--- src/rtl/cfgfetch_pkg.sv ---
package cfgfetch_pkg;
  // Strobes from control to datapath
  typedef struct packed {
    logic take;   // capture current byte and step to next read
  } ctlStrobe_t;

  typedef enum logic [1:0] {
    ST_FETCH = 2'd0,
    ST_FIN   = 2'd1,
    ST_HOLD  = 2'd2
  } fetchState_t;

  localparam int VEC_W = 32;
endpackage

--- src/rtl/cfgfetch_ctrl.sv ---
module cfgfetch_ctrl
  import cfgfetch_pkg::*;
(
  input  logic       clk,
  input  logic       rst,
  input  logic       memAck,
  input  logic       lastIdx,
  output logic       memReq,
  output logic       done,
  output ctlStrobe_t strobe
);
  fetchState_t state, stateNxt;

  assign memReq      = (state == ST_FETCH);
  assign done        = (state == ST_FIN);
  assign strobe.take = memReq && memAck;

  always_comb begin
    stateNxt = state;
    unique case (state)
      ST_FETCH: if (strobe.take && lastIdx) stateNxt = ST_FIN;
      ST_FIN:   stateNxt = ST_HOLD;
      ST_HOLD:  stateNxt = ST_HOLD;
      default:  stateNxt = ST_HOLD;
    endcase
  end

  always_ff @(posedge clk) begin
    if (rst) state <= ST_FETCH;
    else     state <= stateNxt;
  end

  // a pending request is not withdrawn before its acknowledge
  assert_req_held_R8: assert property (@(posedge clk) disable iff (rst)
    (memReq && !memAck) |=> memReq);

  // completion flag is a single-cycle pulse, no new reads follow
  assert_done_pulse_R7: assert property (@(posedge clk) disable iff (rst)
    done |=> (!done && !memReq));

  // taking the final byte leads straight to completion
  assert_last_then_done_R1: assert property (@(posedge clk) disable iff (rst)
    (memReq && memAck && lastIdx) |=> done);
endmodule

--- src/rtl/cfgfetch_dp.sv ---
module cfgfetch_dp
  import cfgfetch_pkg::*;
#(
  parameter int NUM_WORDS      = 8,
  parameter int BYTES_PER_WORD = 4,
  parameter int ADDR_STRIDE    = 8,
  parameter int ADDR_W         = 16,
  parameter int BUS_W          = 64,
  parameter int PREFIX_BIT     = 15,
  parameter logic [31:0] HIGH_BASE  = 32'hFFF0_0000,
  parameter logic [31:0] VEC_OFFSET = 32'h0000_0100,
  localparam int WORD_W        = 8 * BYTES_PER_WORD
)(
  input  logic                              clk,
  input  logic                              rst,
  input  ctlStrobe_t                        strobe,
  input  logic [BUS_W-1:0]                  memData,
  output logic [ADDR_W-1:0]                 memAddr,
  output logic                              lastIdx,
  output logic [WORD_W-1:0]                 masterWord,
  output logic [(NUM_WORDS-1)*WORD_W-1:0]   slaveWords,
  output logic [VEC_W-1:0]                  vectorBase,
  output logic [VEC_W-1:0]                  resetVector
);
  localparam int TOTAL   = NUM_WORDS * BYTES_PER_WORD;
  localparam int CNT_W   = $clog2(TOTAL + 1);
  localparam int BSEL_W  = $clog2(BYTES_PER_WORD);
  localparam int WSEL_W  = $clog2(NUM_WORDS);
  localparam int SHIFT   = $clog2(ADDR_STRIDE);
  localparam int PFX_LSB = WORD_W - 1 - PREFIX_BIT;

  logic [CNT_W-1:0]            readIdx;
  logic [WSEL_W-1:0]           wordSel;
  logic [BSEL_W-1:0]           byteSel;
  logic [7:0]                  laneByte;
  logic [NUM_WORDS*WORD_W-1:0] allWords;

  assign wordSel  = readIdx[BSEL_W +: WSEL_W];
  assign byteSel  = readIdx[BSEL_W-1:0];
  assign laneByte = memData[7:0];
  assign lastIdx  = (readIdx == CNT_W'(TOTAL - 1));
  assign memAddr  = ADDR_W'({readIdx, {SHIFT{1'b0}}});

  always_ff @(posedge clk) begin
    if (rst)              readIdx <= '0;
    else if (strobe.take) readIdx <= readIdx + 1'b1;
  end

  for (genvar w = 0; w < NUM_WORDS; w++) begin : g_word
    logic [WORD_W-1:0] wq;
    always_ff @(posedge clk) begin
      if (rst) begin
        wq <= '0;
      end else if (strobe.take && wordSel == WSEL_W'(w)) begin
        for (int b = 0; b < BYTES_PER_WORD; b++)
          if (byteSel == BSEL_W'(b))
            wq[WORD_W-8-8*b +: 8] <= laneByte;
      end
    end
    assign allWords[w*WORD_W +: WORD_W] = wq;
  end

  assign masterWord  = allWords[WORD_W-1:0];
  assign slaveWords  = allWords[NUM_WORDS*WORD_W-1:WORD_W];
  assign vectorBase  = masterWord[PFX_LSB] ? HIGH_BASE : '0;
  assign resetVector = vectorBase + VEC_OFFSET;

  // each consumed read moves the address up by one stride
  assert_addr_step_R2: assert property (@(posedge clk) disable iff (rst)
    strobe.take |=> (memAddr == $past(memAddr) + ADDR_W'(ADDR_STRIDE)));

  // address holds while no read is consumed
  assert_addr_hold_R8: assert property (@(posedge clk) disable iff (rst)
    !strobe.take |=> $stable(memAddr));

  // stored words only change on a consumed read
  assert_words_hold_R7: assert property (@(posedge clk) disable iff (rst)
    !strobe.take |=> $stable(allWords));
endmodule

--- src/rtl/boot_cfg_fetch.sv ---
module boot_cfg_fetch
  import cfgfetch_pkg::*;
#(
  parameter int NUM_WORDS      = 8,
  parameter int BYTES_PER_WORD = 4,
  parameter int ADDR_STRIDE    = 8,
  parameter int ADDR_W         = 16,
  parameter int BUS_W          = 64,
  parameter int PREFIX_BIT     = 15,
  localparam int WORD_W        = 8 * BYTES_PER_WORD
)(
  input  logic                            clk,
  input  logic                            rst,
  output logic                            memReq,
  output logic [ADDR_W-1:0]               memAddr,
  input  logic                            memAck,
  input  logic [BUS_W-1:0]                memData,
  output logic [WORD_W-1:0]               masterWord,
  output logic [(NUM_WORDS-1)*WORD_W-1:0] slaveWords,
  output logic [VEC_W-1:0]                vectorBase,
  output logic [VEC_W-1:0]                resetVector,
  output logic                            done
);
  ctlStrobe_t strobe;
  logic       lastIdx;

  cfgfetch_ctrl ctrl_i (
    .clk(clk), .rst(rst), .memAck(memAck), .lastIdx(lastIdx),
    .memReq(memReq), .done(done), .strobe(strobe)
  );

  cfgfetch_dp #(
    .NUM_WORDS(NUM_WORDS), .BYTES_PER_WORD(BYTES_PER_WORD),
    .ADDR_STRIDE(ADDR_STRIDE), .ADDR_W(ADDR_W), .BUS_W(BUS_W),
    .PREFIX_BIT(PREFIX_BIT)
  ) dp_i (
    .clk(clk), .rst(rst), .strobe(strobe), .memData(memData),
    .memAddr(memAddr), .lastIdx(lastIdx), .masterWord(masterWord),
    .slaveWords(slaveWords), .vectorBase(vectorBase),
    .resetVector(resetVector)
  );
endmodule

--- config.mk ---
export PLATFORM = sky130hd
export DESIGN_NAME = boot_cfg_fetch
export DESIGN_NICKNAME = d
export VERILOG_FILES = /design/src/rtl/cfgfetch_pkg.sv /design/src/rtl/cfgfetch_ctrl.sv /design/src/rtl/cfgfetch_dp.sv /design/src/rtl/boot_cfg_fetch.sv
export SDC_FILE = /design/constraint.sdc
export NUM_CORES = 1
export LEC_CHECK = 0
export BUFFER_PORTS_ARGS = -buffer_cell sky130_fd_sc_hd__buf_4
export CAP_MARGIN = 20
export CORE_ASPECT_RATIO = 0.8
export CORE_UTILIZATION = 30
export DETAILED_ROUTE_END_ITERATION = 7
export HOLD_SLACK_MARGIN = 0.03
export PLACE_DENSITY_LB_ADDON = 0.3
export SYNTH_ARGS = -nofsm -noshare
export SYNTH_HDL_FRONTEND = slang
export SYNTH_SLANG_ARGS = --single-unit
--- constraint.sdc ---
create_clock -name clk -period 1.8 [get_ports clk]
set_input_delay 0.18 -clock clk [delete_from_list [all_inputs] [get_ports clk]]
set_output_delay 0.18 -clock clk [all_outputs]
set_load 0.02 [all_outputs]
# Yosys cells after proc, flatten, opt, wreduce, memory -nomap -nowiden
# Index checks and enable logic that the tools add are counted.
# totals
ff_bits	264
latchBits	0
ram_bits	0
rom_bits	0
input_bits	67
out_inout_bits	338
memories	0
# op_classes
add_sub_neg	2
mul	0
div_mod_pow	0
n_lt_le_gt_ge	0
n_eq_ne	13
shift	0
mux	3
bitwise	1
n_reduce_logical	46
# ops
cell	count
2-bit AND reduction	32
32-bit by 9-bit adder with 32-bit output, second input constant	1
32-bit two-way mux	1
3-bit == test, second input constant	4
1-bit logical AND	10
6-bit by 1-bit adder with 6-bit output, second input constant	1
3-bit by 2-bit == test with 1-bit output, second input constant	2
6-bit by 5-bit == test with 1-bit output, second input constant	1
2-bit by 1-bit == test with 1-bit output, second input constant	2
2-bit == test, second input constant	2
2-bit zero test	2
2-bit two-way mux	2
3-bit by 1-bit == test with 1-bit output, second input constant	1
3-bit zero test	1
2-bit inequality test, second input constant	1
2-bit OR reduction	1
1-bit NOT	1

# Depth between registers and ports, before layout
# depth
word_depth	5
ltp_mapped	6

# Modules after synthesis
# From an unflattened synthesis, not the netlist that was laid out.
# hier_totals
hier_cells	1004
hier_area_um2	10859.2
# modules_own_cells
mod	instances	cells_each	area_per_inst_um2
cfgfetch_dp	1	997	10782.8
cfgfetch_ctrl	1	7	76.3

# Least setup slack after synthesis
# OpenSTA, ideal clock, no wires.
# synth_timing
kind	register to register
start	reg dp_i.readIdx[1]
end	reg ctrl_i.state[0]
arrival_ns	1.745
setup_slack_ns	-0.041
path_stages_with_launch	7
n_path_buf	2
synth_period_minus_slack_ns	1.841
cell_sequence	dfxtp_1 ha_1 and4bb_2 buf_4 nand3_1 buf_2 nor4b_1
# synth_via
elab_chain_len	2
# synth_lines
item	line_no	text
from (decl)	cfgfetch_dp.sv:32	logic [CNT_W-1:0] readIdx;
from (signal assigned)	cfgfetch_dp.sv:46	else if (strobe.take) readIdx <= readIdx + 1'b1;
6-bit by 5-bit == test with 1-bit output	cfgfetch_dp.sv:41	assign lastIdx = (readIdx == CNT_W'(TOTAL - 1));
1-bit logical AND	cfgfetch_ctrl.sv:21	ST_FETCH: if (strobe.take && lastIdx) stateNxt = ST_FIN;
to (signal assigned)	cfgfetch_ctrl.sv:30	else state <= stateNxt;
to (decl)	cfgfetch_ctrl.sv:12	fetchState_t state, stateNxt;
# No other way between the ends.
# A chain may end at the register's enable or synchronous reset.

# Worst setup path after layout
# layout_timing
start	reg dp_i.readIdx[0]
end	reg dp_i.g_word[7].wq[3]
# layout_via
elab_chain_len	2
# layout_lines
item	line_no	text
2-bit == test	cfgfetch_dp.sv:56	if (byteSel == BSEL_W'(b))
2-bit AND reduction (no line)	n/a	
to (signal, indexed assignment)	cfgfetch_dp.sv:57	wq[WORD_W-8-8*b +: 8] <= laneByte;
to (decl)	cfgfetch_dp.sv:50	logic [WORD_W-1:0] wq;
# No other way between the ends.

==> impl_metrics.py <==
metrics = {
    "place": {
        "gp_congestion": 0.718,
        "numPortBuffers": 298,
        "place_inst": 1716,
        "hpwl_um": 21000,
        "dp_slack_ns": 0.0247,
    },
    "yosys": {
        "synth-main-ff-cell": "dfxtp_1",
        "syn-instance-count": 999,
        "yosysUniqueCellTypes": 33,
        "synthTopCellsByArea": "dfxtp_1 (48%), mux2i_1 (23%), nand2b_1 (15%)",
        "yosysWarningCount": 0,
        "synth_seq_area_share_pct": 47.9,
        "synth_largest_area_cell": "dfxtp_1",
        "synth_edf_count": 0,
        "ys_seq_elements": 264,
        "synthArstFlopShare_pct": 0,
        "avgSynthCellArea_um2": 11.0,
        "syn_area_um2": 11000,
        "synth_commonest_cells": "nand2b_1 (265), dfxtp_1 (264), mux2i_1 (256)",
        "synth.top_cell.area_share_pct": 47.9,
        "yosysMostFrequentCell": "nand2b_1",
    },
    "power_and_ir_drop": {
        "p_per_area_nw_per_um2": 852,
        "leakage_uw": 0.00752,
        "power_uw": 12400,
        "clkPwrFrac_pct": 45.3,
        "p_seq_share_pct": 47.6,
        "p_int_uw": 9390,
        "p_comb_share_pct": 7.0,
        "peakVddDrop_mv": 0.546,
        "p_sw_uw": 3000,
        "swShare_pct": 24.2,
    },
    "timing": {
        "layout_min_cycle_time_ns": 1.74,
        "fin_skew_ns": 0.0332,
        "setup-violations-final": 0,
        "rsz0062_at_grt": "no",
        "layout_setup_ws_ns": 0.0584,
        "report.final.slew_viol_count": 0,
        "tns_ns": 0,
        "fin_crit_sh_pct": 96.8,
        "fmax_mhz": 574,
        "hold_violations": 0,
        "holdWs_ns": 0.0988,
    },
    "status": {
        "status": "complete, no violations",
    },
    "worst_setup_path": {
        "critPathCaptureType": "register",
        "crit_fanout": 8,
        "startpoint_type": "register",
        "critPathTopFamily": "simple AND/OR/NAND/NOR gates",
        "cp_slowest_cell": "dfxtp_1",
        "worstSetupPathType": "reg2reg",
        "cp_slowest_stage_delay_ns": 0.42,
        "cp_cell_sequence": "ha_2 -> and4bb_4 -> nand3_1 -> buf_4 -> mux2i_1",
        "worst-path-buf-inv": 1,
        "cp.required_ns": 2.25,
        "worstPathArrival_ns": 2.19,
    },
    "run": {
        "max-cap-violations": 0,
    },
    "global_route": {
        "grt_pass1_vias": 7624,
        "grt_max_degree": 109,
        "antenna_found_initial": 0,
        "grt_pass1_wl_um": 47500,
        "grt_overflow": 0,
        "grt_util_all_layers_pct": 16.4,
    },
    "routing": {
        "first_pass_iters": 4,
        "routed_via_density": 4.35,
        "ant_nets": 0,
        "drt_iter0_markers": 325,
        "routed_wl_um": 31700,
        "drcViolationCount": 0,
        "vias": 7695,
        "wl_per_cell_um": 17.9,
    },
    "die": {
        "pin_count": 405,
        "dieArea_um2": 37500,
        "die_w_um": 216,
        "rows": 62,
        "start_util_pct": 30.6,
        "die_y_um": 173,
        "coreArea_um2": 36100,
    },
    "clock_tree": {
        "htreeDepth": 1,
        "cts_sinks": 264,
        "path_clk_slew_ns": 0.06,
        "cts_buffer_depth": 3,
        "clk_latency_ns": 0.58,
        "cts_tree": "yes",
        "cts_buffers": 29,
        "root_buffer": "clkbuf_16",
    },
    "final_layout": {
        "drive_above_1_share_pct": 32.5,
        "syn_to_final_growth_pct": 31.9,
        "stdcell_count": 1771,
        "diodes": 0,
        "multi_input_area_um2": 5090,
        "fin_nets": 1341,
        "area.sequential_um2": 5290,
        "fill_cells": 3581,
    },
    "worst_hold_path": {
        "hp-class": "in2reg",
    },
}
worst paths after layout:
check	from	slack (ns)	endpoint	cells past startpoint
setup / recovery	dp_i.readIdx[0]	0.06	dp_i.g_word[7].wq[3]	5
hold / removal	memData[4]	0.1	dp_i.masterWord[4]	4
setup reg to reg	dp_i.readIdx[0]	0.06	dp_i.g_word[7].wq[3]	5
hold reg to reg	dp_i.g_word[6].wq[19]	0.47	dp_i.g_word[6].wq[19]	2
logic make-up after synthesis:
kind of cell,count (synthesis),share of synthesized area [%]
and+or+nand+nor,319,19.9
DFF,264,47.9
muxes,256,23.2
buffers and inverters,145,7.84
AOI/OAI and AO/OA,7,0.374
adders and majority gates,4,0.454
other,2,0.0681
xor gates and xnor gates,2,0.159
through the flow:
stage	cell area, µm²	utilization [%]
floorplan	11200	-
global placement	13600	37.7
detailed placement	13600	37.7
CTS	14500	40.3
global route	14500	40.3
finish	14500	40.3
worst min-delay path: stages:
cell and delay [ns]:
buf_4 0.08, nand2b_2 0.07, buf_4 0.18, mux2i_1 0.12
registers in the layout (all words and copies together), names as in the netlist:
register	count
dp_i.g_word.wq	224
dp_i.readIdx	6
ctrl_i.state	2
dp_i.masterWord	32
power by group through the flow:
| stage | Clock [µW] | Sequential (µW) | Combinational, µW |
|---|---|---|---|
| 2_1_floorplan | 0 | 6080 | 602 |
| 3_3_place_gp | 0 | 6030 | 879 |
| 3_5_place_dp | 0 | 6030 | 882 |
| 4_1_cts | 5800 | 5900 | 890 |
| 5_1_grt | 6030 | 5900 | 930 |
| 6_report | 5620 | 5900 | 871 |
cell type report:
type | instances | area share, %
clock buffers | 45 | 5.75
clock inverters | 7 | 0.413
inverters | 2 | 0.0516
multi-input cells | 638 | 35.0
flip-flops and latches | 264 | 36.3
well taps | 480 | 4.13
repair buffers | 335 | 18.3
per-layer routing:
layer | GRT usage [%] | wire length, µm | vias to the layer above
met3 | 5.32 | 2390 | 42
met1 | 21.3 | 14300 | 3728
met4 | 3.40 | 615 | 0
met5 | 0 | 0 | -
met2 | 26.3 | 14400 | 209
li1 | - | - | 3716
placed cells by master, fill, tap and decap left out, types with 2 or more instances in the layout:
cell / synthesis / final
a21oi_1: 4 / 4
buf_12: 0 / 11
buf_4: 75 / 320
clkbuf_1: 55 / 11
clkbuf_16: 0 / 29
clkbuf_8: 0 / 5
clkinv_2: 0 / 3
conb_1: 2 / 50
dfxtp_1: 264 / 263
dlygate4sd3_1: 0 / 3
ha_1: 4 / 3
inv_1: 2 / 2
mux2i_1: 256 / 256
nand2_1: 2 / 2
nand2b_1: 265 / 257
nand2b_2: 0 / 8
nand3_1: 4 / 4
nand3_2: 19 / 18
nand3_4: 10 / 11
nor2_1: 5 / 5
nor2b_1: 2 / 2
xnor2_1: 2 / 2
repair_timing:
| item | 4_1_cts | 5_1_grt |
|---|---|---|
| buffers inserted | 0 | 0 |
| hold buffers | 3 | 0 |
| hold endpoints to repair | 4 | 0 |
| setup endpoints to repair | 0 | 26 |
| resized for setup | 0 | 3 |
Note: power is estimated with default switching activity, not from simulation.
